### src/rtl/ctl_decoder_sc.sv
`timescale 1ns/1ps
module ctl_decoder_sc (
  input  logic [5:0] op_i,
  input  logic [5:0] fn_i,
  input  logic       zero_i,
  input  logic       rst_i,
  input  logic       irq_i,
  output logic [2:0] next_pc_o,
  output logic       ext_sign_o,
  output logic [1:0] dst_sel_o,
  output logic [1:0] wb_src_o,
  output logic [4:0] alu_fn_o,
  output logic       dmem_we_o,
  output logic       rf_we_o,
  output logic [1:0] opa_src_o,
  output logic       opb_imm_o
);

  localparam logic [4:0] FN_ADD  = 5'b00001;
  localparam logic [4:0] FN_SUB  = 5'b10001;
  localparam logic [4:0] FN_AND  = 5'b00000;
  localparam logic [4:0] FN_OR   = 5'b00100;
  localparam logic [4:0] FN_XOR  = 5'b01000;
  localparam logic [4:0] FN_NOR  = 5'b01100;
  localparam logic [4:0] FN_SLL  = 5'b00010;
  localparam logic [4:0] FN_SRL  = 5'b00110;
  localparam logic [4:0] FN_SRA  = 5'b01110;
  localparam logic [4:0] FN_SLT  = 5'b10011;
  localparam logic [4:0] FN_SLTU = 5'b10111;

  localparam logic [2:0] NPC_SEQ  = 3'd0;
  localparam logic [2:0] NPC_BR   = 3'd1;
  localparam logic [2:0] NPC_JMP  = 3'd2;
  localparam logic [2:0] NPC_REG  = 3'd3;
  localparam logic [2:0] NPC_TRAP = 3'd4;
  localparam logic [2:0] NPC_IRQ  = 3'd5;
  localparam logic [2:0] NPC_BOOT = 3'd6;

  localparam logic [1:0] DST_RD   = 2'd0;
  localparam logic [1:0] DST_RT   = 2'd1;
  localparam logic [1:0] DST_LINK = 2'd2;
  localparam logic [1:0] DST_EXC  = 2'd3;

  localparam logic [1:0] WB_PC4 = 2'd0;
  localparam logic [1:0] WB_ALU = 2'd1;
  localparam logic [1:0] WB_MEM = 2'd2;

  localparam logic [1:0] OPA_RS  = 2'd0;
  localparam logic [1:0] OPA_SH  = 2'd1;
  localparam logic [1:0] OPA_K16 = 2'd2;

  typedef enum logic [2:0] {RK_ALU, RK_SHC, RK_SHV, RK_JR, RK_JALR, RK_BAD} rkind_t;

  rkind_t     r_kind;
  logic [4:0] r_fn;
  logic [4:0] i_fn;
  logic       i_sx;

  always_comb begin
    r_kind = RK_ALU;
    r_fn   = FN_ADD;
    case (fn_i)
      6'b100000, 6'b100001: r_fn = FN_ADD;
      6'b100010, 6'b100011: r_fn = FN_SUB;
      6'b100100:            r_fn = FN_AND;
      6'b100101:            r_fn = FN_OR;
      6'b100110:            r_fn = FN_XOR;
      6'b100111:            r_fn = FN_NOR;
      6'b101010:            r_fn = FN_SLT;
      6'b101011:            r_fn = FN_SLTU;
      6'b000000: begin r_kind = RK_SHC; r_fn = FN_SLL; end
      6'b000010: begin r_kind = RK_SHC; r_fn = FN_SRL; end
      6'b000011: begin r_kind = RK_SHC; r_fn = FN_SRA; end
      6'b000100: begin r_kind = RK_SHV; r_fn = FN_SLL; end
      6'b000110: begin r_kind = RK_SHV; r_fn = FN_SRL; end
      6'b000111: begin r_kind = RK_SHV; r_fn = FN_SRA; end
      6'b001000: r_kind = RK_JR;
      6'b001001: r_kind = RK_JALR;
      default:   r_kind = RK_BAD;
    endcase
  end

  always_comb begin
    case (op_i[2:0])
      3'b000, 3'b001: begin i_fn = FN_ADD;  i_sx = 1'b1; end
      3'b010:         begin i_fn = FN_SLT;  i_sx = 1'b1; end
      3'b011:         begin i_fn = FN_SLTU; i_sx = 1'b1; end
      3'b100:         begin i_fn = FN_AND;  i_sx = 1'b0; end
      3'b101:         begin i_fn = FN_OR;   i_sx = 1'b0; end
      3'b110:         begin i_fn = FN_XOR;  i_sx = 1'b0; end
      default:        begin i_fn = FN_SLL;  i_sx = 1'b0; end
    endcase
  end

  always_comb begin
    next_pc_o  = NPC_SEQ;
    ext_sign_o = 1'b0;
    dst_sel_o  = DST_RD;
    wb_src_o   = WB_PC4;
    alu_fn_o   = FN_AND;
    dmem_we_o  = 1'b0;
    rf_we_o    = 1'b0;
    opa_src_o  = OPA_RS;
    opb_imm_o  = 1'b0;
    if (rst_i) begin
      next_pc_o = NPC_BOOT;
    end else if (irq_i) begin
      next_pc_o = NPC_IRQ;
      rf_we_o   = 1'b1;
      dst_sel_o = DST_EXC;
    end else begin
      casez (op_i)
        6'b000000: begin
          case (r_kind)
            RK_ALU: begin
              alu_fn_o = r_fn; wb_src_o = WB_ALU; rf_we_o = 1'b1;
            end
            RK_SHC: begin
              alu_fn_o = r_fn; wb_src_o = WB_ALU; rf_we_o = 1'b1; opa_src_o = OPA_SH;
            end
            RK_SHV: begin
              alu_fn_o = r_fn; wb_src_o = WB_ALU; rf_we_o = 1'b1;
            end
            RK_JR:   next_pc_o = NPC_REG;
            RK_JALR: begin next_pc_o = NPC_REG; rf_we_o = 1'b1; end
            default: begin
              next_pc_o = NPC_TRAP; rf_we_o = 1'b1; dst_sel_o = DST_EXC;
            end
          endcase
        end
        6'b001???: begin
          dst_sel_o = DST_RT;
          wb_src_o  = WB_ALU;
          rf_we_o   = 1'b1;
          opb_imm_o = 1'b1;
          alu_fn_o  = i_fn;
          ext_sign_o = i_sx;
          if (op_i[2:0] == 3'b111) opa_src_o = OPA_K16;
        end
        6'b100011: begin
          alu_fn_o = FN_ADD; ext_sign_o = 1'b1; opb_imm_o = 1'b1;
          dst_sel_o = DST_RT; wb_src_o = WB_MEM; rf_we_o = 1'b1;
        end
        6'b101011: begin
          alu_fn_o = FN_ADD; ext_sign_o = 1'b1; opb_imm_o = 1'b1; dmem_we_o = 1'b1;
        end
        6'b00010?: begin
          alu_fn_o   = FN_SUB;
          ext_sign_o = 1'b1;
          next_pc_o  = (zero_i ^ op_i[0]) ? NPC_BR : NPC_SEQ;
        end
        6'b00001?: begin
          next_pc_o = NPC_JMP;
          if (op_i[0]) begin
            rf_we_o = 1'b1; dst_sel_o = DST_LINK;
          end
        end
        default: begin
          next_pc_o = NPC_TRAP; rf_we_o = 1'b1; dst_sel_o = DST_EXC;
        end
      endcase
    end
  end

endmodule


### config.mk
export PLATFORM = sky130hd
export DESIGN_NAME = ctl_decoder_sc
export DESIGN_NICKNAME = d
export VERILOG_FILES = /design/src/rtl/ctl_decoder_sc.sv
export SDC_FILE = /design/constraint.sdc
export NUM_CORES = 1
export LEC_CHECK = 0
export ABC_AREA = 1
export BUFFER_PORTS_ARGS = -buffer_cell sky130_fd_sc_hd__buf_2
export CAP_MARGIN = 20
export CORE_AREA = 4 4 41 43
export DETAILED_ROUTE_END_ITERATION = 7
export DIE_AREA = 0 0 45 47
export PLACE_DENSITY_LB_ADDON = 0.25
export SYNTH_ARGS = -nofsm -noshare
export SYNTH_HDL_FRONTEND = slang
export SYNTH_SLANG_ARGS = --single-unit
export TNS_END_PERCENT = 20
### constraint.sdc
create_clock -name vclk -period 1.35
set_clock_uncertainty 0.05 [all_clocks]
set_input_delay 0.2025 -clock vclk [all_inputs]
set_output_delay 0.2025 -clock vclk [all_outputs]
set_load 0.02 [all_outputs]
==> impl_table.tex, run 1 <==
\begin{tabular}{lr}
\hline
Metric & Value \\
\hline
\multicolumn{2}{l}{\textbf{Status}} \\
Result of the run & finished, violations left \\
Failing checks & setup timing \\
\multicolumn{2}{l}{\textbf{Die}} \\
Starting density of the core & 0.461 \\
Area of the core region & 1300 um2 \\
Vertical die dimension & about 47 um \\
\# IOs & 33 \\
Die Width & 45 um \\
Cell row count & 13 \\
DIE AREA & approximately 2100 um2 \\
\multicolumn{2}{l}{\textbf{Setup path}} \\
Most common cell type on the critical path & sky130\_fd\_sc\_hd\_\_buf\_6 \\
Largest delay share family, worst path & simple AND/OR/NAND/NOR gates \\
Critical path class & input port to output port \\
CP Data Required Time & roughly 1100 ps \\
Highest-delay cell along the critical path & sky130\_fd\_sc\_hd\_\_nor2\_4 \\
Worst path arrival time & 1310 ps \\
Highest net fanout along the worst path & 7 \\
Critical-path cell list & buf\_6 > nor2\_4 > nand3\_4 > nand3\_2 > nor2\_1 > nor2\_2 > nand3\_1 > nand2\_1 > inv\_1 > buf\_6 \\
Kind of start point of the critical path & input port \\
Delay of the slowest cell on the worst path & about 200 ps \\
Endpoint class of the critical path & output port \\
WP buf/inv & 3 \\
\multicolumn{2}{l}{\textbf{STA}} \\
Total of endpoints with negative setup slack in the final report & 16 \\
Worst hold margin & approximately 660 ps \\
Maximum frequency from static timing analysis & 0.638 GHz \\
Fin. Hold Viols & 0 \\
Max Transition Viols Final & 0 \\
Crit share post-route & 1.16 \\
Worst relative slew slack & 0.849 \\
Time the final worst path needs with I/O delays and setup & $\sim$1600 ps \\
Post-route worst setup slack & -217 ps \\
RSZ-0062 raised after global routing & true \\
Transition time of the tightest slew-check pin & between 200 and 250 ps \\
\multicolumn{2}{l}{\textbf{Route}} \\
Detailed-route vias per instance & 5.37 \\
Remaining DRCs & 0 \\
DR WL/cell & 13.3 um \\
Number of nets with antenna violations after routing & 0 \\
Iter 0 DRT Violations & 62 \\
Pre-Repair DR Iteration Count & 4 \\
Number of vias after detailed routing & approximately 1100 \\
Final routed wirelength across all metal layers & 2.67 mm \\
\multicolumn{2}{l}{\textbf{Logic synthesis}} \\
Post-synthesis instance area & approximately 600 um2 \\
Number of standard cells after synthesis & between 100 and 150 \\
Synthesis Warnings & 0 \\
Mean Syn Cell Area & around 4.6 um2 \\
Sequential fraction of the synthesis area & 0 \\
Synth unique cells & 21 \\
Mapped Nets & between 100 and 150 \\
\multicolumn{2}{l}{\textbf{Global route}} \\
Initial antenna violation count & 0 \\
Maximum number of pins on one net before global-route repair & 8 \\
GR Util All Layers & 0.247 \\
Global-route congestion overflow total & 0 \\
Via count of the first global-routing pass & approximately 1000 \\
First-pass GRT wire length & 4.05 mm \\
\multicolumn{2}{l}{\textbf{Layout}} \\
Ant diodes & 0 \\
Most frequent standard cell in the layout excluding fill and tap cells & sky130\_fd\_sc\_hd\_\_buf\_4 \\
Number of nets in the final layout & approximately 200 \\
Design area & between 1000 and 1500 um2 \\
Top library cells by usage in the layout, fill and taps aside & sky130\_fd\_sc\_hd\_\_buf\_4 (33), sky130\_fd\_sc\_hd\_\_nand2\_1 (23), sky130\_fd\_sc\_hd\_\_inv\_1 (22) \\
Number of sequential cells & 0 \\
Share of layout cells above drive strength 1 & 0.508 \\
Area Overhead vs Synth & 93.7\% \\
Sequential Area & 0 um2 \\
Count of clock-net buffers in the final layout & 0 \\
\multicolumn{2}{l}{\textbf{Place}} \\
Final Wtd Congestion & around 0.86 \\
Placement Cell Area & 943 um2 \\
Placed wire-length estimate after detailed placement & approximately 1.7 mm \\
I/O Buffers & 33 \\
\multicolumn{2}{l}{\textbf{Clock tree}} \\
Total of hold buffers inserted after clock tree synthesis & 0 \\
\multicolumn{2}{l}{\textbf{Pwr}} \\
Peak supply drop & 0.149 mV \\
P per Cell Area & around 240 nW/um2 \\
Static Leak & between 0.6 and 0.7 nW \\
\multicolumn{2}{l}{\textbf{Hold path}} \\
Hold Crit Class & input port to output port \\
\multicolumn{2}{l}{\textbf{Flow run}} \\
Number of max-capacitance violations reported & 0 \\
\hline
\end{tabular}
==> report_power, final <==
group | internal, mW | switching, mW
clock network | 0 | 0
registers | 0 | 0
logic | 0.124 | 0.159
total | 0.124 | 0.159
==> worst min-delay path: stages <==
cell and delay (ps):
sky130_fd_sc_hd__buf_2 120, sky130_fd_sc_hd__nor4_2 50, sky130_fd_sc_hd__buf_4 140
==> cell families after synthesis <==
logic type,after synthesis,synth area share
buffers and inverters,31,0.209
AND/OR/NAND/NOR,82,0.628
XOR/XNOR,2,0.0292
AO/OA/AOI/OAI,14,0.134
==> what timing repair did <==
action	CTS	global route
gates resized for setup	41	20
pin swaps	13	3
setup buffers	1	1
setup endpoints to repair	15	16
==> per-stage QoR <==
step                TNS (ps)  cells  total power [mW]   util  setup slack [ps]
global route           -3010    200             0.306  0.892              -281
global placement       -2230    198             0.211  0.725              -218
detailed placement     -2650    198             0.217  0.725              -239
floorplan              -38.7    129             0.113      -             -24.7
CTS                     -879    199             0.258  0.838              -119
finish                 -1880    200             0.283  0.892              -217
==> worst paths after layout <==
| path | start | to | slack (ps) | depth (start not counted) |
|---|---|---|---|---|
| setup / recovery | op_i[5] | dst_sel_o[1] | -220 | 10 |
| hold / removal | rst_i | opa_src_o[0] | 660 | 3 |
==> cells in the mapped netlist, drive strengths merged (2+ instances only) <==
| library cell | number | area share |
|---|---|---|
| nor2 | 27 | 0.20 |
| inv | 28 | 0.18 |
| a21oi | 5 | 0.042 |
| nand2 | 31 | 0.21 |
| nand4 | 3 | 0.031 |
| xnor2 | 2 | 0.029 |
| clkinv | 2 | 0.015 |
| o21ai | 5 | 0.042 |
| nand3 | 19 | 0.17 |
==> metal layers <==
layer  vias to the layer above  part of all wire  GRT usage
li1                        520                 -          -
met1                       493              0.39      0.276
met2                        56              0.54      0.500
met3                         4             0.054     0.0192
met4                         0             0.014     0.0526
met5                         -                 0          0
==> final cells by class <==
| type | instances | area (um2) |
|---|---|---|
| multi-input combinational | 98 | 591 |
| inverter | 30 | 121 |
| fill | 70 | 140 |
| timing repair buffer | 57 | 430 |
| tap | 15 | 18.8 |
Power figures use the tool's default switching activity.
==> inputs of run 2 (changes only) <==
--- a/config.mk
+++ b/config.mk
@@ -8,10 +8,11 @@
 export ABC_AREA = 1
 export BUFFER_PORTS_ARGS = -buffer_cell sky130_fd_sc_hd__buf_2
 export CAP_MARGIN = 20
-export CORE_AREA = 4 4 41 43
+export CORE_AREA = 2 2 39 41
 export DETAILED_ROUTE_END_ITERATION = 7
-export DIE_AREA = 0 0 45 47
-export PLACE_DENSITY_LB_ADDON = 0.25
+export DIE_AREA = 0 0 41 43
+export GPL_ROUTABILITY_DRIVEN = 0
+export PLACE_DENSITY = 0.81
 export SYNTH_ARGS = -nofsm -noshare
 export SYNTH_HDL_FRONTEND = slang
 export SYNTH_SLANG_ARGS = --single-unit
==> run 2 against run 1 <==
Against the previous run: the flow still finishes with violations (setup timing); cell count fell by 1.0%; die area is 17% lower; count of clock-buffer cells in the layout unchanged; via count decreased by 1.1%; non-clock buffer count shrank 3; hold slack improved by 13 ps; maximum frequency decreased by 2.2%; final area is 3.9% lower; total power is 0.52% lower; critical path depth grew 1; routed wire length rose by 0.34%; setup slack got worse by 36 ps; critical endpoint is now dst_sel_o[0]; largest power group unchanged.
==> impl_table.tex, run 2 (synthesized netlist as in run 1, its figures left out) <==
\begin{tabular}{lr}
\hline
Metric & Value \\
\hline
\multicolumn{2}{l}{\textbf{Route}} \\
DR WL/cell & between 10 and 15 um \\
Total length of routed met2 wires & approximately 1.5 mm \\
Detailed-route vias per instance & around 5.4 \\
Remaining DRCs & 0 \\
Highest metal layer with signal wires & met4 \\
Routed metal-1 wirelength & approximately 950 um \\
Met3 routed wirelength & between 100 and 150 um \\
Final routed wirelength across all metal layers & approximately 2.7 mm \\
Number of vias after detailed routing & about 1100 \\
Pre-Repair DR Iteration Count & 5 \\
Iter 0 DRT Violations & 29 \\
Number of nets with antenna violations after routing & 0 \\
\multicolumn{2}{l}{\textbf{Pwr}} \\
Sequential Power Share & 0 \\
Logic pwr share & 1.000 \\
Net switching power & roughly 0.16 mW \\
P per Cell Area & $\sim$250 nW/um2 \\
Switching power share of the total & 0.577 \\
Peak supply drop & 0.161 mV \\
Int Pwr & $\sim$0.12 mW \\
Static Leak & around 0.66 nW \\
Clock group share of total power & 0 \\
Total power & 0.281 mW \\
\multicolumn{2}{l}{\textbf{Setup path}} \\
WP buf/inv & 6 \\
Largest delay share family, worst path & buffers and inverters \\
Endpoint class of the critical path & output port \\
Critical path class & input port to output port \\
Highest-delay cell along the critical path & sky130\_fd\_sc\_hd\_\_nor2\_1 \\
Highest net fanout along the worst path & 3 \\
Kind of start point of the critical path & input port \\
Worst path arrival time & about 1400 ps \\
CP Data Required Time & 1100 ps \\
Critical-path cell list & buf\_2 > inv\_2 > buf\_4 > nand3\_1 > inv\_1 > nor2\_1 > nand3\_2 > nand3\_1 > nand2\_1 > inv\_1 > buf\_4 \\
Delay of the slowest cell on the worst path & about 150 ps \\
\multicolumn{2}{l}{\textbf{Die}} \\
Area of the core region & approximately 1400 um2 \\
Starting density of the core & 0.433 \\
Cell row count & 14 \\
DIE AREA & roughly 1800 um2 \\
Vertical die dimension & about 43 um \\
Die Width & between 40 and 50 um \\
\# IOs & 33 \\
\multicolumn{2}{l}{\textbf{Layout}} \\
Sequential Area & 0 um2 \\
Top library cells by usage in the layout, fill and taps aside & sky130\_fd\_sc\_hd\_\_buf\_4 (29), sky130\_fd\_sc\_hd\_\_nand2\_1 (24), sky130\_fd\_sc\_hd\_\_inv\_1 (23) \\
Final standard cell count with taps included and fillers excluded & $\sim$200 \\
Design area & about 1100 um2 \\
Number of sequential cells & 0 \\
Number of nets in the final layout & about 200 \\
Count of clock-net buffers in the final layout & 0 \\
Ant diodes & 0 \\
Post-layout util & 0.807 \\
Share of layout cells above drive strength 1 & 0.484 \\
Area Overhead vs Synth & 86.2\% \\
Most frequent standard cell in the layout excluding fill and tap cells & sky130\_fd\_sc\_hd\_\_buf\_4 \\
\multicolumn{2}{l}{\textbf{Global route}} \\
GR Util All Layers & 0.257 \\
First-pass GRT wire length & roughly 3.3 mm \\
Via count of the first global-routing pass & 863 \\
Global-route congestion overflow total & 0 \\
Maximum number of pins on one net before global-route repair & 8 \\
Initial antenna violation count & 0 \\
\multicolumn{2}{l}{\textbf{STA}} \\
Fin. Hold Viols & 0 \\
Crit share post-route & 1.19 \\
Setup TNS & -1960 ps \\
Maximum frequency from static timing analysis & about 0.62 GHz \\
RSZ-0062 raised after global routing & true \\
Worst relative slew slack & 0.839 \\
Transition time of the tightest slew-check pin & between 200 and 250 ps \\
Max Transition Viols Final & 0 \\
Total of endpoints with negative setup slack in the final report & 18 \\
Time the final worst path needs with I/O delays and setup & around 1600 ps \\
Post-route worst setup slack & -253 ps \\
\multicolumn{2}{l}{\textbf{Clock tree}} \\
Buffers inserted by post-CTS timing repair & 0 \\
Total of hold buffers inserted after clock tree synthesis & 0 \\
\multicolumn{2}{l}{\textbf{Hold path}} \\
Hold Path Cell Cnt & 3 \\
Hold Crit Class & input port to output port \\
Hold Crit Start & rst\_i \\
Hold EP & opa\_src\_o[0] \\
\multicolumn{2}{l}{\textbf{Status}} \\
Failing checks & setup timing \\
Result of the run & finished, violations left \\
\multicolumn{2}{l}{\textbf{Place}} \\
Placed cell count & about 200 \\
I/O Buffers & 33 \\
Placed wire-length estimate after detailed placement & around 1.8 mm \\
Placement Cell Area & 937 um2 \\
\multicolumn{2}{l}{\textbf{Flow run}} \\
Number of max-capacitance violations reported & 0 \\
\hline
\end{tabular}
## run 2: cell count changes in the layout (fill, tap and decap cells not counted), sizes merged
cell / change
buf: -3
## run 2: worst max path at each step
| stage | from | end | slack (ps) | cells after the start |
|---|---|---|---|---|
| 2_1_floorplan | op_i[2] | alu_fn_o[0] | -20 | 6 |
| 3_3_place_gp | fn_i[5] | dst_sel_o[1] | -190 | 10 |
| 3_5_place_dp | op_i[5] | alu_fn_o[1] | -230 | 9 |
| 4_1_cts | fn_i[5] | dst_sel_o[1] | -150 | 10 |
| 5_1_grt | fn_i[3] | dst_sel_o[0] | -310 | 11 |
| 6_report | fn_i[3] | dst_sel_o[0] | -250 | 11 |
## run 2: area by class of cell
type / instances / area [um2]
Multi-Input combinational cell: 98 / 599
Tap cell: 16 / 20.0
Timing Repair Buffer: 54 / 380
Fill cell: 107 / 268
Inverter: 30 / 116
## run 2: stage by stage
step                hold slack [ps]  worst slack (ps)
floorplan                       407             -24.7
CTS                             671              -146
detailed placement              671              -234
global route                    683              -308
global placement                665              -185
finish                          676              -253
## run 2: per-layer routing
layer,vias up,track usage
met2,65,0.519
li1,510,-
met5,-,0
met4,0,0.0467
met1,470,0.263
met3,16,0.00524
## run 2: power by group through the flow
stage                     registers, mW  logic (mW)  clock network, mW
after CTS                             0       0.235                  0
after detailed placement              0       0.215                  0
after floorplan                       0       0.113                  0
after global placement                0       0.207                  0
final                                 0       0.281                  0
after global routing                  0       0.300                  0
## run 2: repair_timing
action | in CTS | in global routing
gates resized for setup | 20 | 30
setup endpoints to repair | 17 | 17
pin swaps | 2 | 9
